--- src/rtl/cfgspace_pkg.sv ---
package cfgspace_pkg;
  localparam int NUM_BARS = 3;

  localparam logic [5:0] IDX_ID      = 6'd0;
  localparam logic [5:0] IDX_CMDSTAT = 6'd1;
  localparam logic [5:0] IDX_CLASS   = 6'd2;
  localparam logic [5:0] IDX_MISC    = 6'd3;
  localparam logic [5:0] IDX_BAR0    = 6'd4;
  localparam logic [5:0] IDX_SUBSYS  = 6'd11;
  localparam logic [5:0] IDX_CAP     = 6'd13;
  localparam logic [5:0] IDX_INTR    = 6'd15;

  localparam logic [7:0] CMD_LO_WMASK = 8'h47;
  localparam logic [7:0] CMD_HI_WMASK = 8'h01;

  typedef struct packed {
    logic                rdEn;
    logic                wrCmdStat;
    logic                wrLat;
    logic                wrIntLine;
    logic [NUM_BARS-1:0] wrBar;
  } cfgStrobe_t;

  function automatic logic [31:0] barMask(input int unsigned sizeLog2);
    return ~((32'd1 << sizeLog2) - 32'd1);
  endfunction

  function automatic logic [31:0] mergeBytes(input logic [31:0] oldVal,
                                             input logic [31:0] newVal,
                                             input logic [3:0]  be);
    logic [31:0] res;
    res = oldVal;
    for (int b = 0; b < 4; b++)
      if (be[b]) res[8*b +: 8] = newVal[8*b +: 8];
    return res;
  endfunction
endpackage

--- src/rtl/cfgspace_ctrl.sv ---
module cfgspace_ctrl
  import cfgspace_pkg::*;
#(
  parameter logic [NUM_BARS-1:0]   BAR_USED  = 3'b111,
  parameter logic [NUM_BARS-1:0]   BAR_IS_IO = 3'b010,
  parameter logic [5*NUM_BARS-1:0] BAR_LOG2  = {5'd31, 5'd5, 5'd12}
) (
  input  logic                     cfgValid,
  input  logic                     cfgWrite,
  input  logic [5:0]               cfgRegNum,
  input  logic [3:0]               cfgByteEn,
  input  logic [31:0]              busAddr,
  input  logic                     busAddrValid,
  input  logic                     busIsIo,
  input  logic [1:0]               spaceEn,
  input  logic [NUM_BARS*32-1:0]   barBases,
  output cfgStrobe_t               strobe,
  output logic [NUM_BARS-1:0]      barHit
);
  logic                wrAcc;
  logic [NUM_BARS-1:0] barWr;

  assign wrAcc = cfgValid & cfgWrite;

  for (genvar i = 0; i < NUM_BARS; i++) begin : g_bar
    localparam logic [31:0] MASK = barMask(BAR_LOG2[5*i +: 5]);
    logic spaceOk;
    assign spaceOk  = BAR_IS_IO[i] ? spaceEn[0] : spaceEn[1];
    assign barWr[i] = BAR_USED[i] && wrAcc && (cfgRegNum == IDX_BAR0 + 6'(i));
    assign barHit[i] = BAR_USED[i] && busAddrValid && (busIsIo == BAR_IS_IO[i])
                       && spaceOk
                       && ((busAddr & MASK) == (barBases[32*i +: 32] & MASK));
  end

  always_comb begin
    strobe.rdEn      = cfgValid & ~cfgWrite;
    strobe.wrCmdStat = wrAcc && (cfgRegNum == IDX_CMDSTAT);
    strobe.wrLat     = wrAcc && (cfgRegNum == IDX_MISC) && cfgByteEn[1];
    strobe.wrIntLine = wrAcc && (cfgRegNum == IDX_INTR) && cfgByteEn[0];
    strobe.wrBar     = barWr;
  end
endmodule

--- src/rtl/cfgspace_datapath.sv ---
module cfgspace_datapath
  import cfgspace_pkg::*;
#(
  parameter logic [15:0]           VENDOR_ID  = 16'h1A2B,
  parameter logic [15:0]           DEVICE_ID  = 16'h3C4D,
  parameter logic [7:0]            REVISION   = 8'h02,
  parameter logic [23:0]           CLASS_CODE = 24'h118000,
  parameter logic [15:0]           SUB_VEN_ID = 16'h7A8B,
  parameter logic [15:0]           SUB_ID     = 16'h5E6F,
  parameter logic [7:0]            CAP_PTR    = 8'h40,
  parameter logic [7:0]            INT_PIN    = 8'h01,
  parameter logic [NUM_BARS-1:0]   BAR_USED   = 3'b111,
  parameter logic [NUM_BARS-1:0]   BAR_IS_IO  = 3'b010,
  parameter logic [5*NUM_BARS-1:0] BAR_LOG2   = {5'd31, 5'd5, 5'd12}
) (
  input  logic                   clk,
  input  logic                   rstN,
  input  cfgStrobe_t             strobe,
  input  logic [5:0]             cfgRegNum,
  input  logic [3:0]             cfgByteEn,
  input  logic [31:0]            cfgWrData,
  input  logic                   parityErrEvt,
  input  logic                   targetAbortEvt,
  output logic [1:0]             spaceEn,
  output logic [NUM_BARS*32-1:0] barBases,
  output logic [31:0]            cfgRdData,
  output logic                   cfgRdValid
);
  logic [15:0] cmdReg;
  logic        statPerr;
  logic        statTabort;
  logic [7:0]  latTimer;
  logic [7:0]  intLine;
  logic [31:0] barRead [NUM_BARS];
  logic [31:0] rdMux;
  logic [15:0] statusWord;

  for (genvar i = 0; i < NUM_BARS; i++) begin : g_bar
    localparam logic [31:0] MASK    = barMask(BAR_LOG2[5*i +: 5]);
    localparam logic [31:0] TYPEBIT = BAR_IS_IO[i] ? 32'h1 : 32'h0;
    logic [31:0] base;
    always_ff @(posedge clk or negedge rstN) begin
      if (!rstN)              base <= '0;
      else if (strobe.wrBar[i]) base <= mergeBytes(base, cfgWrData, cfgByteEn) & MASK;
    end
    assign barBases[32*i +: 32] = base;
    assign barRead[i] = BAR_USED[i] ? (base | TYPEBIT) : 32'h0;
  end

  always_ff @(posedge clk or negedge rstN) begin
    if (!rstN) begin
      cmdReg     <= '0;
      statPerr   <= 1'b0;
      statTabort <= 1'b0;
      latTimer   <= '0;
      intLine    <= '0;
    end else begin
      if (strobe.wrCmdStat && cfgByteEn[0]) cmdReg[7:0]  <= cfgWrData[7:0] & CMD_LO_WMASK;
      if (strobe.wrCmdStat && cfgByteEn[1]) cmdReg[15:8] <= cfgWrData[15:8] & CMD_HI_WMASK;
      statPerr   <= (statPerr & ~(strobe.wrCmdStat & cfgByteEn[3] & cfgWrData[31]))
                    | parityErrEvt;
      statTabort <= (statTabort & ~(strobe.wrCmdStat & cfgByteEn[3] & cfgWrData[27]))
                    | targetAbortEvt;
      if (strobe.wrLat)     latTimer <= cfgWrData[15:8];
      if (strobe.wrIntLine) intLine  <= cfgWrData[7:0];
    end
  end

  assign statusWord = {statPerr, 3'b000, statTabort, 11'd0};
  assign spaceEn    = cmdReg[1:0];

  always_comb begin
    case (cfgRegNum)
      IDX_ID:       rdMux = {DEVICE_ID, VENDOR_ID};
      IDX_CMDSTAT:  rdMux = {statusWord, cmdReg};
      IDX_CLASS:    rdMux = {CLASS_CODE, REVISION};
      IDX_MISC:     rdMux = {16'd0, latTimer, 8'd0};
      IDX_BAR0:     rdMux = barRead[0];
      IDX_BAR0 + 6'd1: rdMux = barRead[1];
      IDX_BAR0 + 6'd2: rdMux = barRead[2];
      IDX_SUBSYS:   rdMux = {SUB_ID, SUB_VEN_ID};
      IDX_CAP:      rdMux = {24'd0, CAP_PTR};
      IDX_INTR:     rdMux = {16'd0, INT_PIN, intLine};
      default:      rdMux = 32'd0;
    endcase
  end

  always_ff @(posedge clk or negedge rstN) begin
    if (!rstN) begin
      cfgRdValid <= 1'b0;
      cfgRdData  <= '0;
    end else begin
      cfgRdValid <= strobe.rdEn;
      cfgRdData  <= strobe.rdEn ? rdMux : 32'd0;
    end
  end
endmodule

--- src/rtl/cfgspace_top.sv ---
module cfgspace_top
  import cfgspace_pkg::*;
#(
  parameter logic [15:0]           VENDOR_ID  = 16'h1A2B,
  parameter logic [15:0]           DEVICE_ID  = 16'h3C4D,
  parameter logic [7:0]            REVISION   = 8'h02,
  parameter logic [23:0]           CLASS_CODE = 24'h118000,
  parameter logic [15:0]           SUB_VEN_ID = 16'h7A8B,
  parameter logic [15:0]           SUB_ID     = 16'h5E6F,
  parameter logic [7:0]            CAP_PTR    = 8'h40,
  parameter logic [7:0]            INT_PIN    = 8'h01,
  parameter logic [NUM_BARS-1:0]   BAR_USED   = 3'b111,
  parameter logic [NUM_BARS-1:0]   BAR_IS_IO  = 3'b010,
  parameter logic [5*NUM_BARS-1:0] BAR_LOG2   = {5'd31, 5'd5, 5'd12}
) (
  input  logic        clk,
  input  logic        rstN,
  input  logic        cfgValid,
  input  logic        cfgWrite,
  input  logic [5:0]  cfgRegNum,
  input  logic [3:0]  cfgByteEn,
  input  logic [31:0] cfgWrData,
  output logic [31:0] cfgRdData,
  output logic        cfgRdValid,
  input  logic        parityErrEvt,
  input  logic        targetAbortEvt,
  input  logic [31:0] busAddr,
  input  logic        busAddrValid,
  input  logic        busIsIo,
  output logic [2:0]  barHit
);
  cfgStrobe_t             strobe;
  logic [1:0]             spaceEn;
  logic [NUM_BARS*32-1:0] barBases;

  cfgspace_ctrl #(
    .BAR_USED(BAR_USED), .BAR_IS_IO(BAR_IS_IO), .BAR_LOG2(BAR_LOG2)
  ) u_ctrl (
    .cfgValid(cfgValid), .cfgWrite(cfgWrite), .cfgRegNum(cfgRegNum),
    .cfgByteEn(cfgByteEn), .busAddr(busAddr), .busAddrValid(busAddrValid),
    .busIsIo(busIsIo), .spaceEn(spaceEn), .barBases(barBases),
    .strobe(strobe), .barHit(barHit)
  );

  cfgspace_datapath #(
    .VENDOR_ID(VENDOR_ID), .DEVICE_ID(DEVICE_ID), .REVISION(REVISION),
    .CLASS_CODE(CLASS_CODE), .SUB_VEN_ID(SUB_VEN_ID), .SUB_ID(SUB_ID),
    .CAP_PTR(CAP_PTR), .INT_PIN(INT_PIN), .BAR_USED(BAR_USED),
    .BAR_IS_IO(BAR_IS_IO), .BAR_LOG2(BAR_LOG2)
  ) u_dp (
    .clk(clk), .rstN(rstN), .strobe(strobe), .cfgRegNum(cfgRegNum),
    .cfgByteEn(cfgByteEn), .cfgWrData(cfgWrData), .parityErrEvt(parityErrEvt),
    .targetAbortEvt(targetAbortEvt), .spaceEn(spaceEn), .barBases(barBases),
    .cfgRdData(cfgRdData), .cfgRdValid(cfgRdValid)
  );
endmodule

--- config.mk ---
export PLATFORM = sky130hd
export DESIGN_NAME = cfgspace_top
export DESIGN_NICKNAME = d
export VERILOG_FILES = /design/src/rtl/cfgspace_pkg.sv /design/src/rtl/cfgspace_ctrl.sv /design/src/rtl/cfgspace_datapath.sv /design/src/rtl/cfgspace_top.sv
export SDC_FILE = /design/constraint.sdc
export NUM_CORES = 1
export LEC_CHECK = 0
export ABC_AREA = 1
export BUFFER_PORTS_ARGS = -buffer_cell sky130_fd_sc_hd__buf_2
export CAP_MARGIN = 10
export CORE_MARGIN = 8
export CORE_UTILIZATION = 50
export DETAILED_ROUTE_END_ITERATION = 10
export GPL_ROUTABILITY_DRIVEN = 0
export MAX_ROUTING_LAYER = met4
export PLACE_DENSITY = 0.74
export SLEW_MARGIN = 20
export SYNTH_ARGS = -nofsm -noshare
export SYNTH_HDL_FRONTEND = slang
export SYNTH_SLANG_ARGS = --single-unit
export TNS_END_PERCENT = 100
--- constraint.sdc ---
create_clock -name clk -period 1.3 [get_ports clk]
set_input_delay 0.13 -clock clk [delete_from_list [all_inputs] [get_ports clk]]
set_output_delay 0.13 -clock clk [all_outputs]
set_load 0.01 [all_outputs]
Yosys cells after proc, flatten, opt, wreduce, memory -nomap -nowiden
Cells that the tools add are included.
{"block": "totals", "elab_cells": 69, "reg_bits": 104, "output_inout_bits": 36}
{"block": "classes", "reduce_logical": 26, "n_mux": 2, "n_bitwise": 13, "n_eq_ne": 12}
{"op": "one-hot mux 32 bit (10 select lines)", "count": 1}
{"op": "two-way mux 32 bit", "count": 1}
{"op": "equality test 27 bit", "count": 1}
{"op": "equality test 20 bit", "count": 1}
{"op": "equality test 6 x 3 -> 1 bit (second input constant)", "count": 3}
{"op": "equality test 6 x 4 -> 1 bit (second input constant)", "count": 3}
{"op": "logical AND 1 bit", "count": 17}
{"op": "AND reduction 2 bit", "count": 8}
{"op": "equality test 6 x 2 -> 1 bit (second input constant)", "count": 2}
{"op": "AND 1 bit", "count": 7}
{"op": "equality test 6 x 1 -> 1 bit (second input constant)", "count": 1}
{"op": "logical NOT 6 bit", "count": 1}
{"op": "NOT 1 bit", "count": 4}
{"op": "bitwise OR 1 bit", "count": 2}
{"op": "equality test 1 bit", "count": 1}

Logic depth before layout (Yosys ltp)
Gate-level depths: netlist (run 1).
{"block": "logic_depth", "ltp_word": 7, "mapped_depth": 9, "depth_no_buf": 8}

Modules after synthesis
Synthesis (run 1) repeated with hierarchy kept, for this count alone.
{"block": "hier_totals", "cells_unflattened": 772, "hier_area_um2": 5768.0}
{"module": "cfgspace_datapath", "area_each_um2": 4808.4, "n_inst": 1, "cells_per_inst": 549}
{"module": "cfgspace_ctrl", "area_each_um2": 959.7, "n_inst": 1, "cells_per_inst": 223}

Worst setup path before layout (run 1)
OpenSTA, ideal clock, no wires.
{"block": "synth_path", "path_type": "input to register", "start": "input cfgRegNum[5]", "end": "register u_dp.latTimer[5]", "setup_ns": 0.119, "stages": 7, "t_required_ns": 1.181, "n_path_buf": 1, "t_arrival_ns": 1.017, "slack_ns": 0.164, "path_cell_list": "nor2_4 -> nand2_4 -> nor2_8 -> nand2_2 -> buf_6 -> nand2_1 -> o21ai_2"}
{"block": "synth_between", "elab_chain_len": 3}
{"item": "from (decl)", "line": "cfgspace_top.sv:20", "source": "input logic [5:0] cfgRegNum,"}
{"item": "equality test 6 x 2 -> 1 bit", "line": "cfgspace_ctrl.sv:38", "source": "strobe.wrLat = wrAcc && (cfgRegNum == IDX_MISC) && cfgByteEn[1];"}
{"item": "logical AND 1 bit (2 in a row)", "line": "cfgspace_ctrl.sv:38"}
{"item": "to (signal assigned)", "line": "cfgspace_datapath.sv:64", "source": "if (strobe.wrLat) latTimer <= cfgWrData[15:8];"}
{"item": "to (decl)", "line": "cfgspace_datapath.sv:32", "source": "logic [7:0] latTimer;"}
No other way between the ends.
A chain may end at the register's enable or synchronous reset.

Worst setup path after layout (run 1)
{"block": "layout_path", "start": "register u_dp.g_bar[1].base[23]", "end": "output barHit[1]"}
{"block": "layout_between", "elab_chain_len": 2}
{"item": "from (decl)", "line": "cfgspace_datapath.sv:41", "source": "logic [31:0] base;"}
{"item": "from (signal assigned)", "line": "cfgspace_datapath.sv:44", "source": "else if (strobe.wrBar[i]) base <= mergeBytes(base, cfgWrData, cfgByteEn) & MASK;"}
{"item": "equality test 27 bit", "line": "cfgspace_ctrl.sv:32", "source": "&& ((busAddr & MASK) == (barBases[32*i +: 32] & MASK));"}
{"item": "logical AND 1 bit", "line": "cfgspace_ctrl.sv:32"}
{"item": "to (decl)", "line": "cfgspace_top.sv:30", "source": "output logic [2:0] barHit"}
No other way between the ends.

==> reports/qor.csv, run 1 <==
stage;metric;value;unit
power;switching power;0.00177;W
timing;relative slew slack;0.706;
setup_path;Critical R2R Capture;u_dp.cfgRdData[31]$_DFF_PN0_;
cts;clk slew on worst S/H paths;0.07;ns
route;vias;5038;
cts;Root Driver;clkbuf_16;
power;cell-internal power;0.00543;W
cells_and_area;Fillers;994;
yosys;Synth cell types;30;
cts;clock sink total;104;
worst_hold_path;worst hold path class;input pin to register;
timing;count of final setup violators;3;
cts;CTS max path bufs;2;
cells_and_area;share of cells above drive strength 1;0.321;
worst_hold_path;hold path depth;3;
worst_hold_path;Hold Startpoint;cfgWrData[4];
floorplan;boundary pin count;118;
global_route;largest net degree at the start of global routing;31;
status;failing checks;negative setup slack;
setup_path;WP data required;1.17;ns
floorplan;Die Height;123;µm
global_route;Tot GR Track Use;0.215;
setup_path;RR Startpoint;u_dp.g_bar[0].base[31]$_DFFE_PN0P_;
route;post-route ant nets;0;
cts;H-tree levels;3;
route;router iterations before antenna repair;4;
cells_and_area;most frequent cells in the layout;nand2_1, inv_1, buf_2;
job;Max-Cap Viols;0;
timing;unrepaired setup endpoints after global routing;true;
yosys;Gate Count Post-Synth;734;
timing;Least-Margin Pin Slew;0.440;ns
worst_hold_path;Min-Delay Endpoint;u_dp.intLine[4]$_DFFE_PN0P_;
timing;final hold slack;0.0242;ns
yosys;syn_area_per_cell;7.73;µm²
yosys;Netlist Area Pre-Place;5680;µm²
power;sequential power share;0.476;
cells_and_area;Nets;997;
yosys;register bit total from synthesis;104;
place;hpwl dp;11.6;mm
global_route;initial antenna violation count;2;
cells_and_area;area growth from synthesis to layout;28.2;%
yosys;YS warnings;0;
global_route;gr ovfl total;0;
power;sw frac;0.246;
setup_path;Critical Path Sink Type;output port;
floorplan;Die W;123;µm
yosys;Net Count, Synth;816;
setup_path;Worst setup SP type;register;
timing;Period minus WS final;1.72;ns
status;status;finished, violations left;
floorplan;Core Box Area;11300;µm²
place;I/O Buffers;112;
setup_path;r2r setup slk;0.28;ns
floorplan;Starting Density;0.504;
route;DRT Wirelength;15.3;mm
timing;setup ws final;-0.418;ns
timing;final hold vios;0;
floorplan;die area;15000;µm²
power;Power Density;988;nW/µm²
route;average routed wire per standard cell;14.4;µm
timing;f_max;582;MHz
power;Comb pwr share;0.123;
route;DRC;0;
cts;CTS Buf Count;9;
timing;fin crit share;1.32;
power;VDD IR-drop max;0.614;mV
global_route;vias in the first global route;5051;
timing;clock skew;0.00564;ns
cts;latest clock arrival within the worst-skew pair;0.34;ns
floorplan;row count;39;
setup_path;Data arrival, critical path;1.59;ns
setup_path;worst-path maximum fanout;2;
setup_path;R2R depth;5;
timing;setup_tns;-0.745;ns
global_route;first-pass GRT wire length;24.3;mm
power;Leak;4.19;nW
cts;CTS tree;done;
power;Clk network pwr share;0.401;
cells_and_area;non-filler cells in the finished layout;1066;
place;Placed Cells incl. Taps;1038;
route;Via density;4.73;
route;initial DRC count;303;
setup_path;Setup CP Type;register to output port;
yosys;post-synthesis sequential area ratio;0.458;
cells_and_area;commonest non-fill, non-tap cell in the layout;nand2_1;
timing;Final Max Tran Viols;0;
[through the flow]
step	power (W)	utilization	area [µm²]	setup WS [ns]
6_report	0.00719	0.646	7280	-0.418
5_1_grt	0.00747	0.646	7280	-0.500
4_1_cts	0.00722	0.643	7250	-0.389
3_5_place_dp	0.00434	0.607	6840	-0.200
3_3_place_gp	0.00432	0.607	6840	-0.163
2_1_floorplan	0.00389	-	5680	0.164
[registers in the layout (all words and copies together), names as in the netlist]
| register | count |
|---|---|
| u_dp.cfgRdValid | 1 |
| u_dp.latTimer | 8 |
| u_dp.statPerr | 1 |
| u_dp.cfgRdData | 32 |
| u_dp.statTabort | 1 |
| u_dp.g_bar.base | 48 |
| u_dp.intLine | 8 |
| u_dp.cmdReg | 5 |
[kinds of logic after synthesis]
family,after synthesis,share of synthesized area
buffers and inverters,134,0.105
AOI/OAI and AO/OA,88,0.116
DFF,104,0.458
xor gates and xnor gates,13,0.0201
and+or+nand+nor,395,0.300
[final cells by class]
cell class | count | area (µm²) | share of cell area
clock buffer | 14 | 284 | 0.0390
multi-input combinational | 496 | 2510 | 0.345
sequential | 104 | 2600 | 0.358
tap | 143 | 179 | 0.0246
clock inverter | 2 | 35.0 | 0.00481
inverter | 120 | 458 | 0.0629
antenna | 3 | 7.51 | 0.00103
timing repair buffer | 184 | 1200 | 0.165
[synthesized netlist by cell type, drive strengths merged]
cell | number | area, µm²
a21oi | 4 | 20.0
o22ai | 1 | 6.26
nand2 | 291 | 1150
inv | 119 | 449
o21ai | 81 | 616
nand3 | 27 | 170
o21bai | 1 | 7.51
nor2 | 75 | 370
buf | 13 | 136
nand3b | 1 | 7.51
dfrtp | 104 | 2600
xor2 | 1 | 8.76
clkinv | 1 | 8.76
clkbuf | 1 | 3.75
nor3 | 1 | 5.00
xnor2 | 12 | 105
a22oi | 1 | 7.51
[layer usage]
| layer | routed length [µm] | up-vias | track usage |
|---|---|---|---|
| met1 | 6370 | 2302 | 0.256 |
| met3 | 1070 | 24 | 0.0465 |
| met5 | 0 | - | - |
| met4 | 340 | 0 | 0.0731 |
| met2 | 7540 | 128 | 0.355 |
| li1 | - | 2584 | - |
[what timing repair did]
item                                    in CTS  in global routing
hold buffers                                 3                  0
endpoints found under the hold margin       26                  0
setup buffers                                5                  1
pin swaps                                    5                  6
gates resized for setup                      7                  4
endpoints found under the setup margin       3                  4
[worst max-delay path, stage by stage (launching register included)]
cell     delay, ns
dfrtp_1       0.40
xnor2_1       0.18
nand2_1       0.14
nor2_1        0.11
nand3_1       0.09
nor2_2        0.16
buf_2         0.15
[power by group through the flow]
| stage | Clock [W] | Combinational [W] | Sequential, W |
|---|---|---|---|
| final | 0.00289 | 0.000883 | 0.00343 |
| after floorplan | 0 | 0.000416 | 0.00347 |
| after global placement | 0 | 0.000838 | 0.00348 |
| after global routing | 0.00305 | 0.000987 | 0.00344 |
| after detailed placement | 0 | 0.000853 | 0.00349 |
| after CTS | 0.00291 | 0.000886 | 0.00342 |
[worst max path at each step]
stage / from / end / slack, ns / depth (start not counted)
after detailed placement: cfgRegNum[0] / u_dp.cfgRdData[28]$_DFF_PN0_ / -0.20 / 8
after global placement: cfgRegNum[0] / u_dp.cfgRdData[1]$_DFF_PN0_ / -0.16 / 8
final: u_dp.g_bar[1].base[23]$_DFFE_PN0P_ / barHit[1] / -0.42 / 6
after floorplan: cfgRegNum[5] / u_dp.latTimer[5]$_DFFE_PN0P_ / 0.16 / 7
after CTS: u_dp.g_bar[1].base[20]$_DFFE_PN0P_ / barHit[1] / -0.39 / 8
after global routing: u_dp.g_bar[1].base[14]$_DFFE_PN0P_ / barHit[1] / -0.50 / 9
(Power assumes the default switching activity.)
==> run 2: changes to the inputs <==
Settings changed: GPL_TIMING_DRIVEN from default to 0.
==> run 2 against run 1 <==
The run ends with negative hold slack, negative setup slack left. Via count is 3.4% lower. Routed wire length shrank 2.5%. Cell area decreased by 5.4%. Register-to-register slack better by 0.06 ns. Sequential share of layout area increased by 2.1 points. Cell count is 4.8% lower. Power down 2.2%. Non-clock buffer count decreased by 49. Largest cell class unchanged. Largest power group unchanged. Highest routed layer unchanged.
==> reports/qor.csv, run 2 (same netlist as run 1, synthesis figures left out) <==
stage;metric;value;unit;change
status;status;finished, violations left;;unchanged
status;failing checks;negative hold slack, negative setup slack;;was negative setup slack
place;dpl ws;-0.408;ns;was -0.200 ns
cts;latest clock arrival within the worst-skew pair;0.35;ns;was 0.34 ns
global_route;gr ovfl total;0;;unchanged
setup_path;Critical Path Sink Type;output port;;unchanged
timing;Period minus WS final;1.66;ns;was 1.72 ns
global_route;largest net degree at the start of global routing;59;;was 31
global_route;initial antenna violation count;2;;unchanged
setup_path;Setup CP Type;register to output port;;unchanged
setup_path;R2R depth;4;;was 5
power;total power;0.00703;W;was 0.00719 W
timing;clock skew;0.00609;ns;was 0.00564 ns
route;router iterations before antenna repair;5;;was 4
route;DRT Wirelength;14.9;mm;was 15.3 mm
setup_path;Worst setup SP type;register;;unchanged
power;Leak;3.91;nW;was 4.19 nW
setup_path;critical path startpoint;u_dp.g_bar[1].base[13]$_DFFE_PN0P_;;was u_dp.g_bar[1].base[23]$_DFFE_PN0P_
route;initial DRC count;300;;was 303
timing;setup ws final;-0.355;ns;was -0.418 ns
floorplan;Core Box Area;11300;µm²;unchanged
floorplan;die area;15000;µm²;unchanged
setup_path;Data arrival, critical path;1.53;ns;was 1.59 ns
power;Power Density;1020;nW/µm²;was 988 nW/µm²
place;hpwl dp;11.3;mm;was 11.6 mm
worst_hold_path;Min-Delay Endpoint;u_dp.statPerr$_DFF_PN0_;;was u_dp.intLine[4]$_DFFE_PN0P_
cells_and_area;Largest Register;u_dp.g_bar.base;;unchanged
cells_and_area;commonest non-fill, non-tap cell in the layout;nand2_1;;unchanged
setup_path;WP data required;1.17;ns;about the same
cells_and_area;Nets;948;;was 997
cells_and_area;top flop regs;u_dp.g_bar.base x48, u_dp.cfgRdData x32;;unchanged
cts;clock sink total;104;;unchanged
timing;unrepaired setup endpoints after global routing;true;;unchanged
timing;f_max;604;MHz;was 582 MHz
floorplan;Starting Density;0.504;;unchanged
global_route;first-pass GRT wire length;24.2;mm;was 24.3 mm
timing;count of final setup violators;3;;unchanged
floorplan;boundary pin count;118;;unchanged
worst_hold_path;hold path depth;3;;unchanged
route;Via density;4.80;;was 4.73
timing;Final Max Tran Viols;0;;unchanged
cells_and_area;max FFs per register;48;;unchanged
floorplan;Die Height;123;µm;unchanged
global_route;vias in the first global route;4871;;was 5051
global_route;Tot GR Track Use;0.215;;about the same
cts;Root Driver;clkbuf_16;;unchanged
cells_and_area;area growth from synthesis to layout;21.2;%;was 28.2%
timing;final hold slack;-0.00164;ns;was 0.0242 ns
timing;fin crit share;1.27;;was 1.32
route;vias;4867;;was 5038
timing;relative slew slack;0.600;;was 0.706
cts;clk slew on worst S/H paths;0.07;ns;about the same
cts;H-tree levels;3;;unchanged
timing;final hold vios;1;;was 0
setup_path;r2r setup slk;0.34;ns;was 0.28 ns
floorplan;row count;39;;unchanged
cts;CTS Buf Count;9;;unchanged
setup_path;worst-path maximum fanout;3;;was 2
setup_path;RR Startpoint;u_dp.g_bar[0].base[25]$_DFFE_PN0P_;;was u_dp.g_bar[0].base[31]$_DFFE_PN0P_
place;I/O Buffers;112;;unchanged
route;DRC;0;;unchanged
worst_hold_path;Hold Startpoint;parityErrEvt;;was cfgWrData[4]
floorplan;Die W;123;µm;unchanged
cts;CTS max path bufs;2;;unchanged
setup_path;Critical R2R Capture;u_dp.cfgRdData[25]$_DFF_PN0_;;was u_dp.cfgRdData[31]$_DFF_PN0_
cts;CTS tree;done;;unchanged
route;average routed wire per standard cell;14.7;µm;was 14.4 µm
worst_hold_path;worst hold path class;input pin to register;;unchanged
timing;Least-Margin Pin Slew;0.600;ns;was 0.440 ns
cells_and_area;share of cells above drive strength 1;0.287;;was 0.321
power;VDD IR-drop max;0.670;mV;was 0.614 mV
job;Max-Cap Viols;0;;unchanged
route;post-route ant nets;0;;unchanged
cells_and_area;most frequent cells in the layout;nand2_1, inv_1, buf_2;;unchanged
## run 2: changes by cell type in the layout (fill, tap and decap cells not counted), moves of 2 or more
cell and change:
nor2_1 -3, buf_4 -56, xnor2_1 -2, xnor2_2 +2
clkbuf_1 +2, clkbuf_8 -4, nor2_2 +4, buf_6 +12
buf_12 -7
## run 2: timing repair
item,in CTS,in global routing
buffers inserted,5,1
hold endpoints to repair,47,0
endpoints found under the setup margin,10,7
hold buffers,2,0
gates resized for setup,9,7
pin swaps,6,11
## run 2: power by group
| part | internal (W) | switching (W) |
|---|---|---|
| combinational | 0.000303 | 0.000476 |
| clock | 0.00167 | 0.00115 |
| sequential | 0.00334 | 0.0000895 |
## run 2: area by class of cell
cell class / instances / area (µm²)
fill: 1065 / 4390
sequential: 104 / 2600
multi-input combinational: 496 / 2540
timing repair buffer: 121 / 659
inverter: 120 / 458
clock buffer: 11 / 233
tap: 143 / 179
buffer: 14 / 140
clock inverter: 4 / 70.1
antenna: 2 / 5.00
## run 2: worst max-delay path by stage
stage          cells past startpoint  slack [ns]                      endpoint
6_report                           6       -0.36                     barHit[1]
3_3_place_gp                       1       -1.07  u_dp.cfgRdData[20]$_DFF_PN0_
3_5_place_dp                       6       -0.41  u_dp.cfgRdData[20]$_DFF_PN0_
4_1_cts                            9       -0.39                     barHit[1]
5_1_grt                            8       -0.45                     barHit[1]
2_1_floorplan                      7        0.16  u_dp.latTimer[5]$_DFFE_PN0P_
## run 2: layer usage
metal	vias up	GRT usage	routed length, µm
li1	2481	-	-
met5	-	-	0
met4	0	0.0754	292
met2	123	0.347	7340
met1	2241	0.266	6460
met3	22	0.0428	833
## run 2: critical path: stages (launching register included)
cell	delay [ns]
dfrtp_1	0.42
xnor2_1	0.16
nand2_1	0.10
nor2_1	0.11
nand3_1	0.11
nor2_2	0.14
buf_2	0.14
## run 2: through the flow
stage	setup TNS [ns]	area (µm²)	hold slack (ns)	util	std cells
after floorplan	0	5680	-0.166	-	734
after global placement	-123.85	6420	0.350	0.569	989
after detailed placement	-14.86	6450	0.0926	0.572	990
after CTS	-0.779	6850	0.00253	0.608	1012
after global routing	-0.942	6880	0.0116	0.611	1015
final	-0.717	6880	-0.00164	0.611	1015
==> run 3: changes to the inputs <==
Settings changed: CAP_MARGIN 10 to 20, CORE_UTILIZATION 50 to 60, PLACE_DENSITY 0.74 to 0.86.
==> run 3 against run 2 <==
The run ends with negative setup slack left. Combinational power is 2% higher. Fmax shrank 4.8%. Non-clock buffer count grew 2. Largest power group unchanged. Sequential share of layout area grew 0.90 points. Core utilization rose by 12 points. Cell area down 2.3%. Critical path type unchanged.
==> reports/qor.csv, run 3 (same netlist as run 1, synthesis figures left out) <==
stage;metric;value;unit;change
cells_and_area;Largest Register;u_dp.g_bar.base;;unchanged
setup_path;worst-path maximum fanout;3;;unchanged
power;cell-internal power;0.00445;W;was 0.00532 W
floorplan;Die W;113;µm;was 123 µm
cts;latest clock arrival within the worst-skew pair;0.37;ns;was 0.35 ns
place;I/O Buffers;112;;unchanged
power;Clk network pwr share;0.312;;was 0.401
timing;f_max;575;MHz;was 604 MHz
floorplan;Die Height;113;µm;was 123 µm
floorplan;row count;35;;was 39
route;DRT Wirelength;15.2;mm;was 14.9 mm
route;post-route ant nets;0;;unchanged
floorplan;Core Box Area;9200;µm²;was 11300 µm²
cells_and_area;Final Util;0.731;;was 0.611
cells_and_area;design area;6720;µm²;was 6880 µm²
place;hpwl dp;11.3;mm;about the same
power;Comb pwr share;0.130;;was 0.111
timing;Period minus WS final;1.74;ns;was 1.66 ns
place;Placed Cells incl. Taps;958;;was 990
timing;Least-Margin Pin Slew;0.658;ns;was 0.600 ns
route;vias;5121;;was 4867
timing;Final Max Tran Viols;0;;unchanged
route;average routed wire per standard cell;15.4;µm;was 14.7 µm
route;DRC;0;;unchanged
cts;clock sink total;104;;unchanged
setup_path;WP data required;1.17;ns;about the same
global_route;Tot GR Track Use;0.248;;was 0.215
timing;fin crit share;1.34;;was 1.27
timing;relative slew slack;0.561;;was 0.600
cells_and_area;Reg area;2600;µm²;unchanged
power;sequential power share;0.559;;was 0.488
cells_and_area;top flop regs;u_dp.g_bar.base x48, u_dp.cfgRdData x32;;unchanged
cts;CTS Buf Count;9;;unchanged
setup_path;Data arrival, critical path;1.61;ns;was 1.53 ns
cells_and_area;Multi-input gate area;2520;µm²;was 2540 µm²
route;initial DRC count;433;;was 300
global_route;gr ovfl total;0;;unchanged
timing;final hold vios;0;;was 1
setup_path;critical path, cell by cell;inv_1, nand2_1, nand2_1, nor2_1, nand2_1, nor2_1, nand2_1, nor2_2, buf_2;;was xnor2_1, nand2_1, nor2_1, nand3_1, nor2_2, buf_2
timing;unrepaired setup endpoints after global routing;true;;unchanged
cells_and_area;commonest non-fill, non-tap cell in the layout;nand2_1;;unchanged
route;Via density;5.20;;was 4.80
cts;CTS max path bufs;2;;unchanged
cells_and_area;non-filler cells in the finished layout;984;;was 1015
power;Leak;3.86;nW;was 3.91 nW
worst_hold_path;worst hold path class;input pin to register;;unchanged
cells_and_area;area growth from synthesis to layout;18.4;%;was 21.2%
global_route;initial antenna violation count;0;;was 2
place;area post-placement;6410;µm²;was 6450 µm²
cells_and_area;Fillers;709;;was 1065
status;failing checks;negative setup slack;;was negative hold slack, negative setup slack
power;switching power;0.00169;W;was 0.00172 W
cells_and_area;share of cells above drive strength 1;0.281;;was 0.287
timing;clock skew;0.00962;ns;was 0.00609 ns
cells_and_area;most frequent cells in the layout;nand2_1, inv_1, buf_2;;unchanged
cts;CTS tree;done;;unchanged
cts;H-tree levels;3;;unchanged
setup_path;CP max stage delay;0.38;ns;was 0.42 ns
global_route;vias in the first global route;5195;;was 4871
power;Power Density;913;nW/µm²;was 1020 nW/µm²
power;total power;0.00614;W;was 0.00703 W
setup_path;CP most frequent cell;nand2_1;;
timing;setup_tns;-0.902;ns;was -0.717 ns
job;Max-Cap Viols;0;;unchanged
global_route;first-pass GRT wire length;24.5;mm;was 24.2 mm
cells_and_area;diode count;0;;was 2
status;status;finished, violations left;;unchanged
setup_path;Setup CP Type;register to output port;;unchanged
setup_path;Worst setup SP type;register;;unchanged
setup_path;Critical Path Sink Type;output port;;unchanged
cts;clk slew on worst S/H paths;0.10;ns;was 0.07 ns
floorplan;Starting Density;0.617;;was 0.504
timing;count of final setup violators;3;;unchanged
floorplan;die area;12800;µm²;was 15000 µm²
cells_and_area;max FFs per register;48;;unchanged
cells_and_area;Nets;950;;was 948
timing;setup ws final;-0.438;ns;was -0.355 ns
route;router iterations before antenna repair;5;;unchanged
power;VDD IR-drop max;0.512;mV;was 0.670 mV
power;sw frac;0.275;;was 0.244
global_route;largest net degree at the start of global routing;76;;was 59
cts;Root Driver;clkbuf_8;;was clkbuf_16
floorplan;boundary pin count;118;;unchanged
setup_path;Crit-path slowest cell;dfrtp_1;;unchanged
run 3: cell count changes in the layout (fill, tap and decap cells not counted), sizes merged:
cell         previous run  this run
clkinvlp                0         2
bufinv                  2         0
dlygate4sd3             2         5
buf                   132       131
diode                   2         0
clkbuf                 12        13
run 3: metal layers:
layer	track usage	up-vias	routed length [µm]
li1	-	2480	-
met2	0.393	218	7430
met1	0.298	2387	6140
met5	-	-	0
met4	0.124	0	478
met3	0.0447	36	1100
run 3: per-stage QoR:
stage	worst slack (ns)	hold WS, ns
after CTS	-0.412	0.0120
after detailed placement	-0.396	0.0234
after global routing	-0.523	0.0230
final	-0.438	0.0174
after floorplan	0.164	-0.166
after global placement	-0.953	0.339
run 3: final timing paths:
path                                                    start                                 end  slack (ns)  cells past startpoint
setup / recovery           u_dp.g_bar[1].base[16]$_DFFE_PN0P_                           barHit[1]       -0.44                      9
hold / removal                                   cfgWrData[1]         u_dp.intLine[1]$_DFFE_PN0P_        0.02                      3
setup reg to reg           u_dp.g_bar[1].base[25]$_DFFE_PN0P_        u_dp.cfgRdData[25]$_DFF_PN0_        0.33                      4
hold reg to reg                  u_dp.latTimer[3]$_DFFE_PN0P_        u_dp.latTimer[3]$_DFFE_PN0P_        0.49                      2
max in group asynchronous                                rstN         u_dp.cfgRdData[0]$_DFF_PN0_        0.46                      3
min in group asynchronous                                rstN  u_dp.g_bar[1].base[11]$_DFFE_PN0P_        0.19                      2
run 3: critical path, delay by kind of cell (launching register included):
family,cells,cell delay (ns)
DFF,1,0.38
buffers and inverters,2,0.20
and+or+nand+nor,7,0.67
run 3: area by class of cell:
type,count,area share
sequential,104,0.387
inverter,120,0.0681
buffer,14,0.0208
clock inverter,4,0.00428
clock buffer,12,0.0231
multi-input combinational,496,0.374
tap,111,0.0207
timing repair buffer,123,0.101
run 3: what timing repair did:
| item | in CTS | in global routing |
|---|---|---|
| hold buffers | 5 | 0 |
| endpoints found under the hold margin | 78 | 0 |
| setup buffers | 4 | 1 |
| endpoints found under the setup margin | 10 | 3 |
| pin swaps | 5 | 5 |
| resized for setup | 7 | 3 |
run 3: power by group through the flow:
| stage | combinational [W] | clock [W] | sequential [W] |
|---|---|---|---|
| finish | 0.000796 | 0.00191 | 0.00343 |
| global route | 0.000886 | 0.00205 | 0.00344 |
| CTS | 0.000790 | 0.00193 | 0.00343 |
| detailed placement | 0.000750 | 0 | 0.00349 |
| global placement | 0.000712 | 0 | 0.00348 |
| floorplan | 0.000416 | 0 | 0.00347 |
